===== config.mk =====
export PLATFORM = sky130hd
export DESIGN_NAME = ssc_tri_modulator
export DESIGN_NICKNAME = d
export VERILOG_FILES = /design/src/rtl/ssc_pkg.sv /design/src/rtl/ssc_cfg_shadow.sv /design/src/rtl/ssc_quarter_timer.sv /design/src/rtl/ssc_ramp_acc.sv /design/src/rtl/ssc_tri_modulator.sv
export SDC_FILE = /design/constraint.sdc
export NUM_CORES = 1
export LEC_CHECK = 0
export ABC_AREA = 0
export BUFFER_PORTS_ARGS = -buffer_cell sky130_fd_sc_hd__buf_2
export CAP_MARGIN = 10
export CORE_MARGIN = 5
export CORE_UTILIZATION = 35
export DETAILED_ROUTE_END_ITERATION = 10
export GPL_TIMING_DRIVEN = 0
export SYNTH_ARGS = -nofsm -noshare
export SYNTH_HDL_FRONTEND = slang
export SYNTH_SLANG_ARGS = --single-unit
export TNS_END_PERCENT = 10

===== constraint.sdc =====
create_clock -name clk -period 14.4 [get_ports clk]
set_clock_uncertainty 0.15 [all_clocks]
set_input_delay 2.16 -clock clk [delete_from_list [all_inputs] [get_ports clk]]
set_output_delay 2.16 -clock clk [all_outputs]
set_load 0.05 [all_outputs]

===== src/rtl/ssc_pkg.sv =====
package ssc_pkg;
  localparam int MULT_W     = 11;
  localparam int FRAC_W     = 18;
  localparam int MANT_W     = 7;
  localparam int EXP_W      = 3;
  localparam int STEP_INT_W = 3;
  localparam int MIN_MULT   = 20;
  localparam int MAX_MULT   = 2045;

  localparam int STEP_W = STEP_INT_W + FRAC_W;
  localparam int DIV_W  = MANT_W + (1 << EXP_W) - 1;
  localparam int DM_W   = STEP_W + DIV_W;
  localparam int ACC_W  = DM_W + 2;
  localparam int OUT_W  = MULT_W + FRAC_W;

  typedef logic [DIV_W-1:0]         div_t;
  typedef logic [DM_W-1:0]          dm_t;
  typedef logic signed [ACC_W-1:0]  acc_t;

  // quarter length in reference cycles
  function automatic div_t calc_div(input logic [MANT_W-1:0] mant,
                                    input logic [EXP_W-1:0] expo);
    return DIV_W'(mant) << expo;
  endfunction

  // peak deviation, same fraction scaling as the step
  function automatic dm_t calc_dm(input logic [STEP_W-1:0] step, input div_t div);
    return DM_W'(step) * DM_W'(div);
  endfunction

  // true when base +/- deviation leaves the legal multiplier window
  function automatic logic range_bad(input logic [MULT_W-1:0] base, input dm_t dm);
    logic [ACC_W-1:0] b, lo, hi, d;
    b  = ACC_W'(base) << FRAC_W;
    lo = ACC_W'(MIN_MULT) << FRAC_W;
    hi = ACC_W'(MAX_MULT) << FRAC_W;
    d  = ACC_W'(dm);
    return (b < lo + d) || (b + d > hi);
  endfunction
endpackage


===== src/rtl/ssc_cfg_shadow.sv =====
module ssc_cfg_shadow
  import ssc_pkg::*;
(
  input  logic                   clk,
  input  logic                   rst_n,
  input  logic                   en_i,
  input  logic [MULT_W-1:0]      base_i,
  input  logic [MANT_W-1:0]      mant_i,
  input  logic [EXP_W-1:0]       exp_i,
  input  logic [STEP_W-1:0]      step_i,
  output div_t                   div_o,
  output logic [STEP_W-1:0]      step_o,
  output dm_t                    dm_o,
  output logic                   err_o
);
  logic [MANT_W-1:0] mant_q;
  logic [EXP_W-1:0]  exp_q;
  logic [STEP_W-1:0] step_q;
  logic              mant_zero;
  logic              out_of_range;

  // settings follow the inputs only while spreading is off
  always_ff @(posedge clk or negedge rst_n) begin
    if (!rst_n) begin
      mant_q <= '0;
      exp_q  <= '0;
      step_q <= '0;
    end else if (!en_i) begin
      mant_q <= mant_i;
      exp_q  <= exp_i;
      step_q <= step_i;
    end
  end

  assign div_o        = calc_div(mant_q, exp_q);
  assign step_o       = step_q;
  assign dm_o         = calc_dm(step_q, div_o);
  assign mant_zero    = (mant_q == '0);
  assign out_of_range = range_bad(base_i, dm_o);
  assign err_o        = mant_zero || out_of_range;

  p_cfg_frozen_r7: assert property (@(posedge clk) disable iff (!rst_n)
    en_i |=> $stable({mant_q, exp_q, step_q}));
endmodule


===== src/rtl/ssc_quarter_timer.sv =====
module ssc_quarter_timer
  import ssc_pkg::*;
(
  input  logic       clk,
  input  logic       rst_n,
  input  logic       run_i,
  input  div_t       div_i,
  output logic [1:0] phase_o,
  output logic       quarter_end_o,
  output logic       rising_o
);
  div_t       cnt_q;
  logic [1:0] phase_q;

  assign quarter_end_o = run_i && (cnt_q == div_i - DIV_W'(1));

  always_ff @(posedge clk or negedge rst_n) begin
    if (!rst_n) begin
      cnt_q   <= '0;
      phase_q <= 2'd0;
    end else if (!run_i) begin
      cnt_q   <= '0;
      phase_q <= 2'd0;
    end else if (quarter_end_o) begin
      cnt_q   <= '0;
      phase_q <= phase_q + 2'd1;
    end else begin
      cnt_q   <= cnt_q + DIV_W'(1);
    end
  end

  assign phase_o  = phase_q;
  // quarters 0 and 3 climb, quarters 1 and 2 descend
  assign rising_o = (phase_q == 2'd0) || (phase_q == 2'd3);

  p_cnt_bound_r2: assert property (@(posedge clk) disable iff (!rst_n)
    run_i |-> (cnt_q < div_i));
  p_phase_hold_r2: assert property (@(posedge clk) disable iff (!rst_n)
    (run_i && !quarter_end_o) |=> $stable(phase_q));
  p_phase_step_r2: assert property (@(posedge clk) disable iff (!rst_n)
    (run_i && quarter_end_o) |=> (phase_q == $past(phase_q) + 2'd1));
endmodule


===== src/rtl/ssc_ramp_acc.sv =====
module ssc_ramp_acc
  import ssc_pkg::*;
(
  input  logic              clk,
  input  logic              rst_n,
  input  logic              run_i,
  input  logic              rising_i,
  input  logic              quarter_end_i,
  input  logic [1:0]        phase_i,
  input  logic [STEP_W-1:0] step_i,
  input  dm_t               dm_i,
  output acc_t              offset_o
);
  acc_t offset_q;
  acc_t step_s;
  acc_t dm_s;

  assign step_s = $signed(ACC_W'(step_i));
  assign dm_s   = $signed(ACC_W'(dm_i));

  always_ff @(posedge clk or negedge rst_n) begin
    if (!rst_n)        offset_q <= '0;
    else if (!run_i)   offset_q <= '0;
    else if (rising_i) offset_q <= offset_q + step_s;
    else               offset_q <= offset_q - step_s;
  end

  assign offset_o = offset_q;

  p_peak_r3: assert property (@(posedge clk) disable iff (!rst_n)
    (run_i && quarter_end_i && phase_i == 2'd0) |=> (offset_q == dm_s));
  p_trough_r3: assert property (@(posedge clk) disable iff (!rst_n)
    (run_i && quarter_end_i && phase_i == 2'd2) |=> (offset_q == -dm_s));
  p_wrap_zero_r2: assert property (@(posedge clk) disable iff (!rst_n)
    (run_i && quarter_end_i && phase_i == 2'd3) |=> (offset_q == '0));
endmodule


===== src/rtl/ssc_tri_modulator.sv =====
module ssc_tri_modulator
  import ssc_pkg::*;
(
  input  logic        clk,
  input  logic        rst_n,
  input  logic        ssc_en,
  input  logic [10:0] base_mult,
  input  logic [6:0]  div_mant,
  input  logic [2:0]  div_exp,
  input  logic [20:0] step_fx,
  output logic [28:0] mult_fx,
  output logic        cfg_err
);
  logic              en_q;
  logic              start_evt;
  logic              run;
  logic              modulating;
  div_t              div_w;
  dm_t               dm_w;
  logic [STEP_W-1:0] step_w;
  logic [1:0]        phase_w;
  logic              quarter_end;
  logic              rising;
  acc_t              offset_w;
  acc_t              base_ext;
  acc_t              sum_w;

  always_ff @(posedge clk or negedge rst_n) begin
    if (!rst_n) en_q <= 1'b0;
    else        en_q <= ssc_en;
  end

  assign start_evt  = ssc_en && !en_q;
  assign run        = ssc_en && en_q && !cfg_err;
  assign modulating = ssc_en && !cfg_err;

  ssc_cfg_shadow u_cfg (
    .clk    (clk),
    .rst_n  (rst_n),
    .en_i   (ssc_en),
    .base_i (base_mult),
    .mant_i (div_mant),
    .exp_i  (div_exp),
    .step_i (step_fx),
    .div_o  (div_w),
    .step_o (step_w),
    .dm_o   (dm_w),
    .err_o  (cfg_err)
  );

  ssc_quarter_timer u_timer (
    .clk           (clk),
    .rst_n         (rst_n),
    .run_i         (run),
    .div_i         (div_w),
    .phase_o       (phase_w),
    .quarter_end_o (quarter_end),
    .rising_o      (rising)
  );

  ssc_ramp_acc u_ramp (
    .clk           (clk),
    .rst_n         (rst_n),
    .run_i         (run),
    .rising_i      (rising),
    .quarter_end_i (quarter_end),
    .phase_i       (phase_w),
    .step_i        (step_w),
    .dm_i          (dm_w),
    .offset_o      (offset_w)
  );

  assign base_ext = $signed(ACC_W'(base_mult) << FRAC_W);
  assign sum_w    = base_ext + offset_w;
  assign mult_fx  = modulating ? sum_w[OUT_W-1:0] : {base_mult, {FRAC_W{1'b0}}};

  p_restart_r4: assert property (@(posedge clk) disable iff (!rst_n)
    start_evt |=> (offset_w == '0));
  p_range_r8: assert property (@(posedge clk) disable iff (!rst_n)
    modulating |-> (mult_fx >= (OUT_W'(MIN_MULT) << FRAC_W) &&
                    mult_fx <= (OUT_W'(MAX_MULT) << FRAC_W)));
  p_err_quiet_r5: assert property (@(posedge clk) disable iff (!rst_n)
    cfg_err |=> (offset_w == '0));
endmodule


==> impl_metrics.toml, run 1 <==
[sta]
worst_pin_slew_ps = 1060
finalHoldViolCount = 0
fmax_mhz = 72.3
fin_crit_ps = 13820
drv_slew = 0
fin_ws_ps = 576
relSlewSlack_pct = 28.9
fin_crit_sh_pct = 96.0
rsz0062_at_grt = "no"
finalSetupViolCount = 0

[placed_design]
hpwl_um = 41800
port_buffers = 74
gp_congestion = 0.920
place_ws_ps = -866

[final_layout]
multiInputGateArea_um2 = 13800
fill_cells = 4999
post_route_cells_drive_above_1_share_pct = 10.0
layout_commonest_cell = "inv_1"
final_cell_mix = "276 x inv_1, 235 x nand2_1, 228 x fa_1"
antennaDiodeCount = 0
syn_to_final_growth_pct = 9.79
seq_area_um2 = 1930
finalNetCount = 2529

[clock_tree]
cts_buffer_depth = 2
path_clk_slew_ps = 60
cts_max_level = 3
clk_latency_ps = 340
clock_sink_count = 77
cts_tree = "built"
cts_buffers = 9
clock-root-buffer = "clkbuf_16"

[synth]
syn_area_um2 = 17100
async_reset_ff_share_pct = 100
synth-main-ff-cell = "dfrtp_1"
synth.top_cell.area_share_pct = 26.7
yosysUniqueCellTypes = 83
yosysWarnings = 0
ys_seq_elements = 77
synth.avg_cell_area_um2 = 8.56
synth_largest_area_cell = "fa_1"
ys_seq_area_share_pct = 11.3
syn-num-nets = 2437
synth_edf_count = 0
syn_inst = 1996
synthTopCellsByArea = "fa_1 27%, ha_1 12%, dfrtp_1 11%"

[floorplanning]
chipWidth_um = 231
initial_utilization_pct = 35.1
rows = 81
core_area_um2 = 48600
io_pins = 75
die_h_um = 231
die_area_um2 = 53300

[setup_path]
crit_slowest_cell = "fa_1"
crit_arrival_ps = 11510
path_common_cell = "fa_1"
cp-start-kind = "flop"
crit_fanout = 10
reg2reg_depth = 43
crit_required_ps = 12090
end_kind = "primary output"
crit_path_max_incr_delay_ps = 540
crit_type = "flop to primary output"

[global_routing]
grt_max_degree = 52
grt_pass1_vias = 15178
grt.total_usage_pct = 18.9
gr-total-overflow = 0
antenna_found_initial = 1
grt_pass1_wl_um = 81500

[detailed_routing]
dr.pass1.iters = 6
top_layer = "met5"
drtIter0Drc = 1050
ant_nets = 0
vias = 14736
drc = 0
dr_wl_met2_um = 24100
wire_per_inst_um = 18.7
viasPerCell = 5.43
wirelength_um = 50800
met3_length_um = 3760
wl_met1_um = 21100

[min_path]
hp-class = "flop to flop"
hold_depth = 2

[job]
cap_violations = 0

[status]
outcome = "finished, final reports clean"
==> synthesized netlist by cell type (all sizes together) (4+ instances only) <==
| cell type | instances |
|---|---|
| a2111oi | 4 |
| a211o | 6 |
| a211oi | 12 |
| a21o | 38 |
| a21oi | 82 |
| a221oi | 6 |
| a22o | 4 |
| a31oi | 10 |
| and2 | 89 |
| and3 | 79 |
| buf | 17 |
| clkbuf | 88 |
| dfrtp | 77 |
| fa | 228 |
| ha | 168 |
| inv | 276 |
| mux2 | 45 |
| mux2i | 8 |
| mux4 | 4 |
| nand2 | 235 |
| nand2b | 9 |
| nand3 | 32 |
| nand4 | 7 |
| nor2 | 97 |
| nor2b | 23 |
| nor3 | 48 |
| nor3b | 8 |
| nor4 | 11 |
| o2111ai | 5 |
| o211ai | 10 |
| o21a | 10 |
| o21ai | 65 |
| o21bai | 4 |
| or2 | 4 |
| or3 | 6 |
| or4 | 7 |
| xnor2 | 70 |
| xor2 | 51 |
==> logic make-up (layout without fill, tap and decap cells) <==
group / Yosys count / in the layout / synth area share, %
simple gates: 672 / 672 / 19.8
fa+ha+maj: 396 / 396 / 39.0
buf+inv: 384 / 481 / 8.56
compound gates: 289 / 289 / 11.2
xor+xnor: 121 / 121 / 6.21
flops: 77 / 77 / 11.3
mux: 57 / 57 / 3.96
==> flip-flops by register name (all words and copies together), names as in the netlist <==
| register | flops |
|---|---|
| en_q | 1 |
| u_cfg.exp_q | 3 |
| u_cfg.mant_q | 7 |
| u_cfg.step_o | 21 |
| u_ramp.offset_o | 29 |
| u_timer.cnt_q | 14 |
| u_timer.phase_o | 2 |
==> worst max-delay path, delay by kind of cell, from the launching register on <==
family	cells	cell delay (ps)
XOR/XNOR	2	320
buffers and inverters	10	1830
AO/OA/AOI/OAI	11	2050
AND/OR/NAND/NOR	10	2090
flip-flops	1	430
adder cells (fa/ha/maj)	9	4020
multiplexers	1	400
==> worst paths after layout <==
check | from | end | slack, ps
setup / recovery | u_cfg.exp_q[0] | mult_fx[15] | 580
hold / removal | u_ramp.offset_o[0] | u_ramp.offset_o[0] | 470
setup reg to reg | u_cfg.exp_q[0] | u_ramp.offset_o[3] | 3070
hold reg to reg | u_ramp.offset_o[0] | u_ramp.offset_o[0] | 470
max in group asynchronous | rst_n | u_cfg.step_o[5] | 11910
min in group asynchronous | rst_n | u_ramp.offset_o[12] | 1590
==> stage by stage <==
step                TNS (ps)  std cells  hold WS [ps]  area, um2  util (%)
floorplan                  0       1996           393      17100         -
global placement      -15890       2692           438      18200      37.5
detailed placement    -19530       2693           466      18300      37.6
CTS                        0       2711           480      18600      38.3
global route               0       2715           528      18800      38.5
finish                     0       2715           475      18800      38.5
==> what timing repair did <==
item | in CTS | in global routing
setup buffers | 2 | 5
gates resized for setup | 14 | 51
hold buffers | 0 | 0
pin swaps | 1 | 2
hold endpoints to repair | 0 | 0
setup endpoints to repair | 30 | 30
==> per-layer routing <==
metal  vias up  GRT usage, %
met3       107          2.91
met5         -             0
met4         2          5.18
met1      7320          25.5
li1       6737             -
met2       570          31.8
==> final cells by class <==
cell class | instances | share of cell area (%)
Buffer | 104 | 2.33
Clock buffer | 10 | 1.22
Clock inverter | 6 | 0.214
Inverter | 279 | 5.58
Multi-Input combinational cell | 1535 | 73.8
Sequential cell | 77 | 10.3
Tap cell | 622 | 4.15
Timing Repair Buffer | 82 | 2.42
Power of run 1 is not shown: default switching activity piles up to over one toggle a cycle in this logic, so the estimate is an artifact.
==> run 2, diff against run 1 <==
SYNTH_HIERARCHICAL = 1   (was unset)
clock period = 17.9 ns   (was 14.4 ns; I/O delays follow)
==> run 2 against run 1 <==
Net effect:
- worst setup slack improved by 1000 ps
- synthesized area rose by 3.9%
- first-iteration DRC count fell by 3.0%
- sequential cell count did not move
- largest cell class unchanged
- worst hold slack got worse by 91 ps
- core utilization barely moved
- wire length rose by 4.9%
- cell count rose by 5.2%
- clock-buffer cell count fell by 1
- critical path depth fell by 1
==> impl_metrics.toml, run 2 <==
[setup_path]
end_kind = "primary output"
crit_slowest_cell = "mux2i_1"
cp-start-kind = "flop"
crit_arrival_ps = 13440
crit_path_max_incr_delay_ps = 970
crit_required_ps = 15070
crit_fanout = 10
crit_type = "flop to primary output"

[global_routing]
gr-total-overflow = 0
antenna_found_initial = 2
grt.total_usage_pct = 18.7
grt_pass1_vias = 15660
grt_max_degree = 50
grt_pass1_wl_um = 84700

[clock_tree]
cts_tree = "built"
cts_max_level = 3
clock-root-buffer = "clkbuf_16"
clk_latency_ps = 350
post-cts-setup-buffers = 0
path_clk_slew_ps = 70
clock_sink_count = 77
cts_buffers = 9
cts_buffer_depth = 2
cts_resized = 0
cts_hold_buf = 0

[sta]
rsz0062_at_grt = "no"
finalHoldViolCount = 0
drv_slew = 0
worst_pin_slew_ps = 1240
relSlewSlack_pct = 14.9
fmax_mhz = 61.4
fin_crit_sh_pct = 90.9
fin_crit_ps = 16280
setup_tns_ps = 0
finalSetupViolCount = 0

[min_path]
hp-class = "flop to flop"

[status]
outcome = "finished, final reports clean"

[detailed_routing]
dr.pass1.iters = 7
drtIter0Drc = 1019
drc = 0
wire_per_inst_um = 18.6
viasPerCell = 5.35
wirelength_um = 53300
vias = 15277
ant_nets = 0

[final_layout]
post_route_cells_drive_above_1_share_pct = 8.57
layout_commonest_cell = "inv_1"
finalNetCount = 2619
syn_to_final_growth_pct = 8.88
largest_register_ffs = 29
final_cell_mix = "295 x inv_1, 237 x nand2_1, 228 x fa_1"
fill_cells = 5086

[placed_design]
hpwl_um = 43400
gp_congestion = 0.928
port_buffers = 74

[floorplanning]
initial_utilization_pct = 35.4
die_area_um2 = 55300
chipWidth_um = 235
core_area_um2 = 50200
die_h_um = 235
io_pins = 75
rows = 82

[job]
cap_violations = 0

[synth]
syn_area_um2 = 17700
syn_inst = 2092
synth.avg_cell_area_um2 = 8.48
yosysWarnings = 6
syn-num-nets = 2533
run 2: final timing paths:
kind | from | endpoint | cells after the start | slack (ps)
worst max-delay path | u_cfg/exp_q[1] | mult_fx[18] | 42 | 1620
worst min-delay path | u_timer/cnt_q[0] | u_timer/cnt_q[0] | 1 | 380
worst max register to register | u_cfg/exp_q[1] | u_ramp/offset_o[13] | 44 | 3730
worst min register to register | u_timer/cnt_q[0] | u_timer/cnt_q[0] | 1 | 380
max in group asynchronous | rst_n | u_ramp/offset_o[27] | 2 | 14900
min in group asynchronous | rst_n | u_ramp/offset_o[2] | 1 | 2110
run 2: area by class of cell:
type,instances,area (um2),share of cell area [%]
diodes,2,5.00,0.0259
well taps,672,841,4.35
multi-input cells,1616,14300,73.9
repair buffers,75,400,2.07
inverters,295,1110,5.73
clock inverters,7,105,0.544
plain buffers,104,424,2.19
clock buffers,9,225,1.17
flip-flops and latches,77,1930,9.97
run 2: metal layers:
| layer | vias up | GRT usage (%) | part of all wire [%] |
|---|---|---|---|
| met4 | 0 | 6.28 | 3.5 |
| met1 | 7628 | 23.9 | 42 |
| met5 | - | 0 | 0 |
| met2 | 491 | 32.7 | 49 |
| li1 | 7052 | - | - |
| met3 | 106 | 2.69 | 5.6 |
run 2: stage by stage:
step	setup WS [ps]	util, %	hold WS, ps	cell area (um2)	std cells
floorplan	3580	-	334	17700	2092
finish	1620	38.5	383	19300	2857
global placement	2010	37.8	378	19000	2838
CTS	1560	38.5	391	19300	2855
detailed placement	1970	37.8	383	19000	2839
global route	927	38.5	430	19300	2855
run 2: critical path: cells and delay by family, from the launching register on:
kind                     cells  cell delay [ps]
adder cells (fa/ha/maj)      8             3850
AO/OA/AOI/OAI               12             3580
buffers and inverters       11             2330
AND/OR/NAND/NOR              9             1630
multiplexers                 1              970
XOR/XNOR                     1              400
flip-flops                   1              320
Power of run 2 is left out for the same reason.
